`src/rtl/pipe_rca.sv`:
```
module pipe_rca #(
  parameter int W = 8
) (
  input  logic         clk,
  input  logic         rst_n,
  input  logic         in_vld,
  input  logic [W-1:0] a,
  input  logic [W-1:0] b,
  output logic         out_vld,
  output logic [W:0]   sum
);

  // operand skew: level k holds bits above k, delayed k+1 cycles
  for (genvar k = 0; k < W - 1; k++) begin : lv
    logic [W-1:k+1] ra, rb;
    if (k == 0) begin : g_first
      always_ff @(posedge clk or negedge rst_n)
        if (!rst_n) begin
          ra <= '0;
          rb <= '0;
        end else begin
          ra <= a[W-1:1];
          rb <= b[W-1:1];
        end
    end else begin : g_next
      always_ff @(posedge clk or negedge rst_n)
        if (!rst_n) begin
          ra <= '0;
          rb <= '0;
        end else begin
          ra <= lv[k-1].ra[W-1:k+1];
          rb <= lv[k-1].rb[W-1:k+1];
        end
    end
  end

  // carry chain: one registered adder position per stage
  for (genvar i = 0; i < W; i++) begin : pos
    logic s, c, v;
    if (i == 0) begin : g_half
      always_ff @(posedge clk or negedge rst_n)
        if (!rst_n) begin
          s <= 1'b0;
          c <= 1'b0;
          v <= 1'b0;
        end else begin
          s <= a[0] ^ b[0];
          c <= a[0] & b[0];
          v <= in_vld;
        end
    end else begin : g_full
      logic x, y, ci;
      assign x  = lv[i-1].ra[i];
      assign y  = lv[i-1].rb[i];
      assign ci = pos[i-1].c;
      always_ff @(posedge clk or negedge rst_n)
        if (!rst_n) begin
          s <= 1'b0;
          c <= 1'b0;
          v <= 1'b0;
        end else begin
          s <= x ^ y ^ ci;
          c <= (x & y) | (ci & (x ^ y));
          v <= pos[i-1].v;
        end
    end
  end

  // sum deskew: row j holds bits below j, aligned with position j
  for (genvar j = 1; j < W; j++) begin : dk
    logic [j-1:0] lo;
    if (j == 1) begin : g_first
      always_ff @(posedge clk or negedge rst_n)
        if (!rst_n) lo <= '0;
        else        lo <= pos[0].s;
    end else begin : g_next
      always_ff @(posedge clk or negedge rst_n)
        if (!rst_n) lo <= '0;
        else        lo <= {pos[j-1].s, dk[j-1].lo};
    end
  end

  always_ff @(posedge clk or negedge rst_n)
    if (!rst_n) begin
      out_vld <= 1'b0;
      sum     <= '0;
    end else begin
      out_vld <= pos[W-1].v;
      sum     <= {pos[W-1].c, pos[W-1].s, dk[W-1].lo};
    end

endmodule

```
`config.mk`:
```
export PLATFORM = sky130hd
export DESIGN_NAME = pipe_rca
export DESIGN_NICKNAME = d
export VERILOG_FILES = /design/src/rtl/pipe_rca.sv
export SDC_FILE = /design/constraint.sdc
export NUM_CORES = 1
export LEC_CHECK = 0
export BUFFER_PORTS_ARGS = -buffer_cell sky130_fd_sc_hd__buf_2
export CORE_ASPECT_RATIO = 1.75
export CORE_UTILIZATION = 30
export DETAILED_ROUTE_END_ITERATION = 8
export PLACE_DENSITY_LB_ADDON = 0.08
export SLEW_MARGIN = 20
export SYNTH_ARGS = -nofsm -noshare
export SYNTH_HDL_FRONTEND = slang
export SYNTH_SLANG_ARGS = --single-unit
```
`constraint.sdc`:
```
create_clock -name clk -period 1.1 [get_ports clk]
set_input_delay 0.165 -clock clk [delete_from_list [all_inputs] [get_ports clk]]
set_output_delay 0.165 -clock clk [all_outputs]
set_load 0.02 [all_outputs]
```
After elaboration in Yosys (flattened, before gate mapping)
Cells that the tools add are included.
{"block": "op_classes", "n_shift": 0, "n_mul": 0, "bitwise_logic": 37, "reduce_logical": 0, "muxes": 0, "eq_ne": 0, "add_sub_neg": 0, "n_div": 0, "order_cmp": 0}
{"cell": "$and A1 B1 Y1", "count": 15}
{"cell": "$xor A1 B1 Y1", "count": 15}
{"cell": "$or A1 B1 Y1", "count": 7}
{"block": "word_totals", "word_cells": 84, "ramBits": 0, "romBits": 0, "n_memories": 0, "regBits": 118, "latchBits": 0, "out_inout_bits": 10, "inputBits": 19}

Depth between registers and ports, before layout
Gate-level depths: netlist (run 1).
{"block": "logic_depth", "depth_word": 3, "mapped_depth": 1, "depth_no_buf": 1}

Worst setup path before layout (run 1)
No wires, ideal clock.
{"block": "synth_path", "path_kind": "register to register", "from": "register lv[0].ra[1] (netlist bit)", "to": "register pos[1].s", "synth_period_minus_slack_ns": 0.950, "t_arrival_ns": 0.814, "setup_time_ns": 0.136, "t_required_ns": 0.964, "n_path_buf": 0, "setup_slack_ns": 0.150, "path_stages_with_launch": 2, "path_cell_list": "dfrtp_1 fa_1"}
{"block": "synth_via", "elab_chain_len": 2}
{"element": "from (decl)", "line": "15", "source": "logic [W-1:k+1] ra, rb;"}
{"element": "from (signal assigned)", "line": "22", "source": "ra <= a[W-1:1];"}
{"element": "$xor A1 B1 Y1 (2 in series)", "line": "62", "source": "s <= x ^ y ^ ci;"}
{"element": "to (signal assigned)", "line": "62"}
{"element": "to (decl)", "line": "39", "source": "logic s, c, v;"}
No other way between the ends.

Worst setup path in the final report (run 1)
{"block": "layout_path", "from": "register out_vld", "to": "output port out_vld"}
{"element": "from (decl)", "line": "9", "source": "output logic out_vld,"}
{"element": "from (signal assigned)", "line": "88", "source": "out_vld <= pos[W-1].v;"}
No word-level cell between the ends.

==> results of run 1 <==
[kinds of logic after synthesis]
| group | after synthesis | synth area share |
|---|---|---|
| flops | 118 | 0.951 |
| fa+ha+maj | 8 | 0.0492 |
[area by class of cell]
cell class	instances	area [sq um]
clock buffers	27	493
well taps	125	156
multi-input cells	8	153
clock inverters	4	45.0
flip-flops and latches	118	2950
fillers	910	5720
repair buffers	49	445
[stage by stage]
stage / power, mW / cell area [sq um] / setup TNS, ns
3_5_place_dp: 5.28 / 3460 / 0
4_1_cts: 10.3 / 4180 / 0
5_1_grt: 10.7 / 4250 / -0.0189
6_report: 10.2 / 4250 / 0
2_1_floorplan: 5.03 / 3110 / 0
3_3_place_gp: 5.24 / 3460 / 0
[metal layers]
metal | share of wire | global-route usage | vias to the layer above
met5 | 0 | 0 | -
met2 | 0.50 | 0.116 | 37
li1 | - | - | 529
met1 | 0.41 | 0.0868 | 651
met4 | 0.026 | 0.0758 | 0
met3 | 0.068 | 0.0540 | 7
[timing repair]
action | 4_1_cts | 5_1_grt
hold buffers | 18 | 0
hold endpoints to repair | 82 | 0
setup endpoints to repair | 0 | 10
resized for setup | 0 | 20
[layout by cell type (no fill, tap or decap)]
| cell | synthesis | layout |
|---|---|---|
| sky130_fd_sc_hd__buf_12 | 0 | 3 |
| sky130_fd_sc_hd__dfrtp_1 | 118 | 118 |
| sky130_fd_sc_hd__bufinv_16 | 0 | 1 |
| sky130_fd_sc_hd__fa_1 | 7 | 7 |
| sky130_fd_sc_hd__clkinv_2 | 0 | 3 |
| sky130_fd_sc_hd__buf_6 | 0 | 10 |
| sky130_fd_sc_hd__dlygate4sd3_1 | 0 | 18 |
| sky130_fd_sc_hd__buf_2 | 0 | 17 |
| sky130_fd_sc_hd__clkbuf_8 | 0 | 3 |
| sky130_fd_sc_hd__ha_1 | 1 | 1 |
| sky130_fd_sc_hd__clkbuf_16 | 0 | 17 |
| sky130_fd_sc_hd__buf_4 | 0 | 1 |
| sky130_fd_sc_hd__clkbuf_1 | 0 | 7 |
[power by group through the flow]
stage	registers [mW]	clock network [mW]	logic (mW)
after global routing	4.93	5.31	0.481
final	4.89	4.89	0.426
after floorplan	5.00	0	0.0291
after CTS	4.88	5.09	0.376
after global placement	4.93	0	0.309
after detailed placement	4.95	0	0.326
[flip-flops by register name, summed over array words and instances, names as in the netlist]
signal and cells:
lv.ra 28, dk.lo 28, lv.rb 28, pos.c 8, sum 9, out_vld 1, pos.v 8, pos.s 8
[worst min-delay path by stage]
| stage | start | endpoint | slack [ns] | cells after the start |
|---|---|---|---|---|
| 3_3_place_gp | rst_n | sum[5] | 0.07 | 1 |
| 4_1_cts | rst_n | sum[5] | 0.19 | 2 |
| 2_1_floorplan | rst_n | dk[1].lo | -0.13 | 0 |
| 5_1_grt | rst_n | sum[3] | 0.22 | 2 |
| 3_5_place_dp | rst_n | sum[5] | 0.08 | 1 |
| 6_report | rst_n | sum[3] | 0.21 | 2 |
==> flow_summary.ini, run 1 <==
[pwr]
flop_pwr_share = 0.479
p_int_mw = 8.24
psw_mw = 1.97
power.ir.vdd_worst_uv = 1120
sw_frac_of_total = 0.193
static-leakage-power_nw = 1.94
p_comb_frac = 0.042
power_density_nw_per_um2 = 2400
power.clock.fraction = 0.479

[route]
vias_per_instance = 3.70
via_count = 1224
drt_iter0_markers = 41
iteration_count_of_the_initial_detailed_routing_pass = 4
drcViolationCount = 0
wire_per_inst_um = 10.2
wl_um = 3380
antenna_violating_nets_post_route = 0

[synth]
postSynthRegisterBits = 118
synth_common_cells = 118 x sky130_fd_sc_hd__dfrtp_1, 7 x sky130_fd_sc_hd__fa_1, 1 x sky130_fd_sc_hd__ha_1
post_synth_inst_count = 126
synth-edff-count = 0
syn-cell-area_sq_um = 3110
synthTopCellsByArea = sky130_fd_sc_hd__dfrtp_1 95%, sky130_fd_sc_hd__fa_1 4.5%, sky130_fd_sc_hd__ha_1 0.40%
synthesis.area_per_instance_sq_um = 24.6
async_reset_ff_frac = 1.00
number_of_distinct_library_cell_variants_in_the_gate_level_netlist_after_synthesis = 3
syn-num-nets = 153
synth_top_area_frac = 0.951
ys_warn_count = 0
seq_area_frac_synth = 0.951
yosys.area.top_type = sky130_fd_sc_hd__dfrtp_1
synth_ff_type = sky130_fd_sc_hd__dfrtp_1
synthMostInstantiatedCell = sky130_fd_sc_hd__dfrtp_1

[layout]
nets = 221
post_route_cells_drive_above_1_share = 0.267
num_antenna_cells = 0
area_growth_pct = 36.7
postLayoutCoreUtil = 0.426
final_cells = 331

[worst_setup_path]
worstSetupPathType = flop to output pin
setup.worst_path.end_class = output pin
rrSetupSlack_ns = 0.11
critPathMaxStageDelay_ns = 0.37
cp_num_cells = 1
reg2reg_from = lv[0].ra[1]
worst_ep_arrival_time_ns = 0.89
critical_path_buf_inv_count = 1
cp-start-kind = flop
critPathSlowestCell = sky130_fd_sc_hd__dfrtp_1
r2r.worst_path.cells = 1
timing.critical_path.from = out_vld
r2r_end = pos[1].s
critPathMaxFanout = 1
worstPathRequired_ns = 0.94
critical-path-top-delay-family = flip-flops
timing.critical_path.cells = buf_6
cp-endpoint = out_vld

[sta]
worst_pin_slew_ns = 0.297
holdWs_ns = 0.206
rsz_0062_raised_after_global_routing = true
number_of_failing_hold_endpoints_at_the_final_stage = 0
clock.fmax_mhz = 947
finalCriticalPeriod_ns = 1.06
setup_viol_count_final = 0
slew_viol_final = 0
slew-limit-headroom = 0.802
final_cycle_share = 0.960
worst_slack_ns = 0.0440
fin_skew_ns = 0.00315

[global_routing]
grt_remaining_overflow = 0
antenna_found_initial = 0
grtUsageTotal = 0.0845
grt_pass1_wl_um = 6200
vias_in_the_first_global_route = 1342
maximum_number_of_pins_on_one_net_before_global_route_repair = 54

[floorplanning]
floorplan.rows = 48
initial_core_util = 0.311
die_w_um = 78.9
dieHeight_um = 137
die_area_sq_um = 10800
num_io_pins = 29
floorplan.core_area_sq_um = 9970

[placed_design]
dp_hpwl_um = 1810
gp_congestion = 0.612
dpl.cell_count = 282
place.port_buffers = 28
dpl_worst_slack_ns = 0.108

[clock_network]
cts_tree = done
clock_root_buffer = sky130_fd_sc_hd__clkbuf_16
cts.sink_count = 118
h-tree-depth = 4
cts_post_setup_buffers_inserted = 0
clock_insertion_delay_worst_skew_ns = 0.40
clk_pin_slew_ns = 0.05
clock_path_buffers = 2
numCtsBuffers = 17

[hold_path]
hold_path_class = input port to asynchronous set/reset pin

[run]
max_cap_violations = 0

[outcome]
outcome = finished clean
Note: power is estimated with default switching activity, not from simulation.
==> run 2, diff against run 1 <==
--- a/config.mk
+++ b/config.mk
@@ -7,6 +7,7 @@
 export LEC_CHECK = 0
 export BUFFER_PORTS_ARGS = -buffer_cell sky130_fd_sc_hd__buf_2
 export CORE_ASPECT_RATIO = 1.75
+export CORE_MARGIN = 2
 export CORE_UTILIZATION = 30
 export DETAILED_ROUTE_END_ITERATION = 8
 export PLACE_DENSITY_LB_ADDON = 0.08
==> run 2 against run 1 <==
Critical path depth unchanged. Core utilization shrank 0.38 points. Final cell count is 0.91% higher. Worst setup slack worse by 0.0057 ns. Register-to-register slack about the same. Clock power grew 12%. Clock-buffer cell count shrank 4. First-iteration DRC count grew 37%. Power is 5.7% higher. Fmax fell by 0.54%. Critical endpoint is now sum[8]. Largest cell class unchanged. Largest power group is now the clock network.
==> flow_summary.ini, run 2 (same netlist as run 1, synthesis figures left out) <==
[outcome]
outcome = finished clean

[placed_design]
placed_area_sq_um = 3470
dpl_worst_slack_ns = 0.105
gp_congestion = 0.590
dp_hpwl_um = 1830
place.port_buffers = 28

[route]
drcViolationCount = 0
antenna_violating_nets_post_route = 0
drt_iter0_markers = 56
iteration_count_of_the_initial_detailed_routing_pass = 4
via_count = 1253
wl_um = 3420
vias_per_instance = 3.75
wire_per_inst_um = 10.2

[clock_network]
clock_insertion_delay_worst_skew_ns = 0.40
clock_root_buffer = sky130_fd_sc_hd__clkbuf_16
h-tree-depth = 4
clk_pin_slew_ns = 0.05
cts.sink_count = 118
cts_tree = done
cts_post_setup_buffers_inserted = 0
numCtsBuffers = 17
clock_path_buffers = 2

[layout]
post_route_cells_drive_above_1_share = 0.295
reg_top3 = dk.lo (28), lv.ra (28), lv.rb (28)
nets = 221
final_cell_mix = 118 x sky130_fd_sc_hd__dfrtp_1, 21 x sky130_fd_sc_hd__buf_2, 18 x sky130_fd_sc_hd__dlygate4sd3_1, 17 x sky130_fd_sc_hd__clkbuf_16, 7 x sky130_fd_sc_hd__fa_1
postLayoutCoreUtil = 0.422
layout.cells.most_common = sky130_fd_sc_hd__dfrtp_1
post_route_cell_area_sq_um = 4300
area_growth_pct = 38.3
num_antenna_cells = 0

[worst_setup_path]
critical-path-top-delay-family = flip-flops
setup.worst_path.end_class = output pin
timing.critical_path.cells = buf_2
worstSetupPathType = flop to output pin
critPathMaxFanout = 1
worstPathRequired_ns = 0.94
critPathMaxStageDelay_ns = 0.35
cp-start-kind = flop
r2r.worst_path.cells = 1
critical_path_buf_inv_count = 1
cp_num_cells = 1
critPathSlowestCell = sky130_fd_sc_hd__dfrtp_1
worst_ep_arrival_time_ns = 0.90

[pwr]
power.total_mw = 10.8
power.ir.vdd_worst_uv = 1170
power_density_nw_per_um2 = 2510
static-leakage-power_nw = 1.97

[global_routing]
vias_in_the_first_global_route = 1369
grtUsageTotal = 0.0799
maximum_number_of_pins_on_one_net_before_global_route_repair = 60
grt_pass1_wl_um = 6240
antenna_found_initial = 0
grt_remaining_overflow = 0

[sta]
clock.fmax_mhz = 942
rsz_0062_raised_after_global_routing = true
worst_slack_ns = 0.0383
slew-limit-headroom = 0.798
fin_tns_setup_ns = 0
finalCriticalPeriod_ns = 1.06
setup_viol_count_final = 0
worst_pin_slew_ns = 0.304
slew_viol_final = 0
final_cycle_share = 0.965
fin_skew_ns = 0.00519
number_of_failing_hold_endpoints_at_the_final_stage = 0

[run]
max_cap_violations = 0

[floorplanning]
initial_core_util = 0.305
floorplan.rows = 49
num_io_pins = 29
die_area_sq_um = 11200
die_w_um = 80.9
dieHeight_um = 139
floorplan.core_area_sq_um = 10200

[hold_path]
hold_path_class = input port to asynchronous set/reset pin
[run 2: cell types whose count changed in the layout (fill, tap and decap cells not counted)]
cell,previous run,this run
sky130_fd_sc_hd__buf_2,17,21
sky130_fd_sc_hd__buf_6,10,6
sky130_fd_sc_hd__bufinv_16,1,3
sky130_fd_sc_hd__clkbuf_1,7,2
sky130_fd_sc_hd__clkbuf_8,3,4
sky130_fd_sc_hd__clkinv_2,3,5
sky130_fd_sc_hd__clkinvlp_4,0,1
[run 2: per-stage QoR]
stage                     hold WS (ns)  std cells
after global placement          0.0586        284
after detailed placement        0.0616        284
after CTS                        0.175        334
final                            0.189        334
after floorplan                 -0.131        126
after global routing             0.207        334
[run 2: report_power, final]
group | switching [mW] | total, mW | internal [mW] | leakage (nW)
clock network | 1.72 | 5.49 | 3.77 | 0.303
logic | 0.210 | 0.407 | 0.197 | 0.287
registers | 0.119 | 4.89 | 4.77 | 1.38
[run 2: layout make-up]
class,instances,area (sq um)
Fill cell,918,5880
Sequential cell,118,2950
Clock buffer,23,488
Timing Repair Buffer,49,420
Tap cell,127,159
Multi-Input combinational cell,8,153
Clock inverter,9,123
[run 2: final timing paths]
kind | startpoint | end | slack [ns]
worst max-delay path | sum[8] | sum[8] | 0.04
worst min-delay path | rst_n | sum[1] | 0.19
worst max register to register | lv[0].ra[1] | pos[1].s | 0.11
worst min register to register | pos[6].v | pos[7].v | 0.34
max in group asynchronous | rst_n | sum[8] | 0.33
min in group clk | pos[6].v | pos[7].v | 0.34
[run 2: what timing repair did]
action	CTS	global route
endpoints found under the setup margin	0	6
hold buffers	18	0
resized for setup	0	12
hold endpoints to repair	135	0
[run 2: routing by layer]
metal,track usage,wire [um],up-vias
met5,0,0,-
met3,0.0469,207,16
met4,0.0749,148,0
li1,-,-,531
met1,0.0832,1360,669
met2,0.108,1710,37
==> run 3, diff against run 2 <==
--- a/config.mk
+++ b/config.mk
@@ -10,6 +10,7 @@
 export CORE_MARGIN = 2
 export CORE_UTILIZATION = 30
 export DETAILED_ROUTE_END_ITERATION = 8
+export GPL_TIMING_DRIVEN = 0
 export PLACE_DENSITY_LB_ADDON = 0.08
 export SLEW_MARGIN = 20
 export SYNTH_ARGS = -nofsm -noshare
==> run 3 against run 2 <==
Flip-flop and latch count is the same. Global-route usage down 0.20 points. Power fell by 4.7%. Routed wire length fell by 1.9%. Clock power decreased by 8.0%. Critical path depth stayed put. Combinational power decreased by 14%. Clock-buffer cell count up 4. Sequential power about the same.
==> flow_summary.ini, run 3 (same netlist as run 1, synthesis figures left out) <==
[route]
wl_um = 3360
antenna_violating_nets_post_route = 0
drcViolationCount = 0
vias_per_instance = 3.74
iteration_count_of_the_initial_detailed_routing_pass = 3
via_count = 1234
drt_iter0_markers = 47
wire_per_inst_um = 10.2

[pwr]
p_comb_frac = 0.034
power_density_nw_per_um2 = 2450
flop_pwr_share = 0.474
p_int_mw = 8.34
static-leakage-power_nw = 1.92
power.clock.fraction = 0.491
psw_mw = 1.94
power.ir.vdd_worst_uv = 1240
sw_frac_of_total = 0.189
power.total_mw = 10.3

[layout]
filler_cell_count_in_the_final_layout = 940
reg_top3 = dk.lo (28), lv.ra (28), lv.rb (28)
post_route_cells_drive_above_1_share = 0.271
num_antenna_cells = 0
layout.cells.most_common = sky130_fd_sc_hd__dfrtp_1
area_growth_pct = 34.9
final_cell_mix = 118 x sky130_fd_sc_hd__dfrtp_1, 26 x sky130_fd_sc_hd__buf_2, 18 x sky130_fd_sc_hd__dlygate4sd3_1, 17 x sky130_fd_sc_hd__clkbuf_16, 7 x sky130_fd_sc_hd__fa_1
postLayoutCoreUtil = 0.411
nets = 219

[worst_setup_path]
worstPathRequired_ns = 0.94
cp-start-kind = flop
critPathMaxFanout = 1
worstSetupPathType = flop to output pin
critPathMaxStageDelay_ns = 0.35
worst_ep_arrival_time_ns = 0.89
setup.worst_path.end_class = output pin
critical-path-top-delay-family = flip-flops
critical_path_buf_inv_count = 1
critPathSlowestCell = sky130_fd_sc_hd__dfrtp_1
timing.critical_path.cells = buf_2

[global_routing]
vias_in_the_first_global_route = 1437
grt_pass1_wl_um = 6160
maximum_number_of_pins_on_one_net_before_global_route_repair = 76
grt_remaining_overflow = 0
antenna_found_initial = 0
grtUsageTotal = 0.0778

[floorplanning]
dieHeight_um = 139
initial_core_util = 0.305
die_area_sq_um = 11200
floorplan.core_area_sq_um = 10200
die_w_um = 80.9
floorplan.rows = 49
num_io_pins = 29

[clock_network]
clock_path_buffers = 2
cts.sink_count = 118
clock_insertion_delay_worst_skew_ns = 0.39
cts_post_setup_buffers_inserted = 0
clock_root_buffer = sky130_fd_sc_hd__clkbuf_16
numCtsBuffers = 17
clk_pin_slew_ns = 0.05
h-tree-depth = 4
cts_tree = done

[sta]
worst_pin_slew_ns = 0.401
rsz_0062_raised_after_global_routing = false
finalCriticalPeriod_ns = 1.06
holdWs_ns = 0.259
final_cycle_share = 0.961
slew_viol_final = 0
number_of_failing_hold_endpoints_at_the_final_stage = 0
fin_skew_ns = 0.00546
setup_viol_count_final = 0
clock.fmax_mhz = 946
slew-limit-headroom = 0.732

[hold_path]
hold_path_class = input port to asynchronous set/reset pin

[placed_design]
place.port_buffers = 28
gp_congestion = 0.588

[outcome]
outcome = finished clean

[run]
max_cap_violations = 0
[run 3: cell types whose count changed in the layout (fill, tap and decap cells not counted), sizes merged]
| cell | before | now |
|---|---|---|
| buf | 31 | 29 |
| bufinv | 3 | 1 |
| clkbuf | 23 | 27 |
| clkinv | 5 | 2 |
| clkinvlp | 1 | 0 |
[run 3: per-layer routing]
layer  global-route usage  part of all wire  vias up
li1                     -                 -      521
met1               0.0694              0.37      672
met2                0.123              0.55       35
met3               0.0514             0.066        6
met4               0.0535             0.019        0
met5                    0                 0        -
[run 3: power by group through the flow]
stage / Sequential [mW] / Combinational (mW) / Clock (mW)
2_1_floorplan: 5.00 / 0.0291 / 0
3_3_place_gp: 4.93 / 0.283 / 0
3_5_place_dp: 4.95 / 0.312 / 0
4_1_cts: 4.88 / 0.361 / 5.23
5_1_grt: 4.92 / 0.413 / 5.44
6_report: 4.88 / 0.351 / 5.05
[run 3: path summary, 6_finish.rpt]
| check | startpoint | endpoint | slack, ns | cells past startpoint |
|---|---|---|---|---|
| worst max-delay path | sum[1] | sum[1] | 0.04 | 1 |
| worst min-delay path | rst_n | dk[7].lo[1] | 0.26 | 2 |
| worst max register to register | lv[6].ra | pos[7].s | 0.12 | 1 |
| worst min register to register | lv[3].ra[6] | lv[4].ra[6] | 0.34 | 0 |
| max in group asynchronous | rst_n | pos[1].v | 0.18 | 3 |
| min in group clk | lv[3].ra[6] | lv[4].ra[6] | 0.34 | 0 |
[run 3: final cells by class]
cell class / count / area (sq um) / share of cell area
clock buffers: 27 / 523 / 0.125
clock inverters: 3 / 40.0 / 0.00956
multi-input cells: 8 / 153 / 0.0365
flip-flops and latches: 118 / 2950 / 0.705
well taps: 127 / 159 / 0.0379
repair buffers: 47 / 360 / 0.0860
[run 3: per-stage QoR]
stage	setup WS, ns	std cells	instance area [sq um]	TNS [ns]
floorplan	0.150	126	3110	0
global placement	-1.35	281	3400	-158.61
detailed placement	0.117	282	3440	0
CTS	0.0115	330	4180	0
global route	0.00167	330	4190	0
finish	0.0432	330	4190	0
[run 3: repair_timing]
action                                  in CTS  in global routing
resized for setup                            0                  2
hold buffers                                18                  0
endpoints found under the setup margin       0                  1
hold endpoints to repair                    59                  0
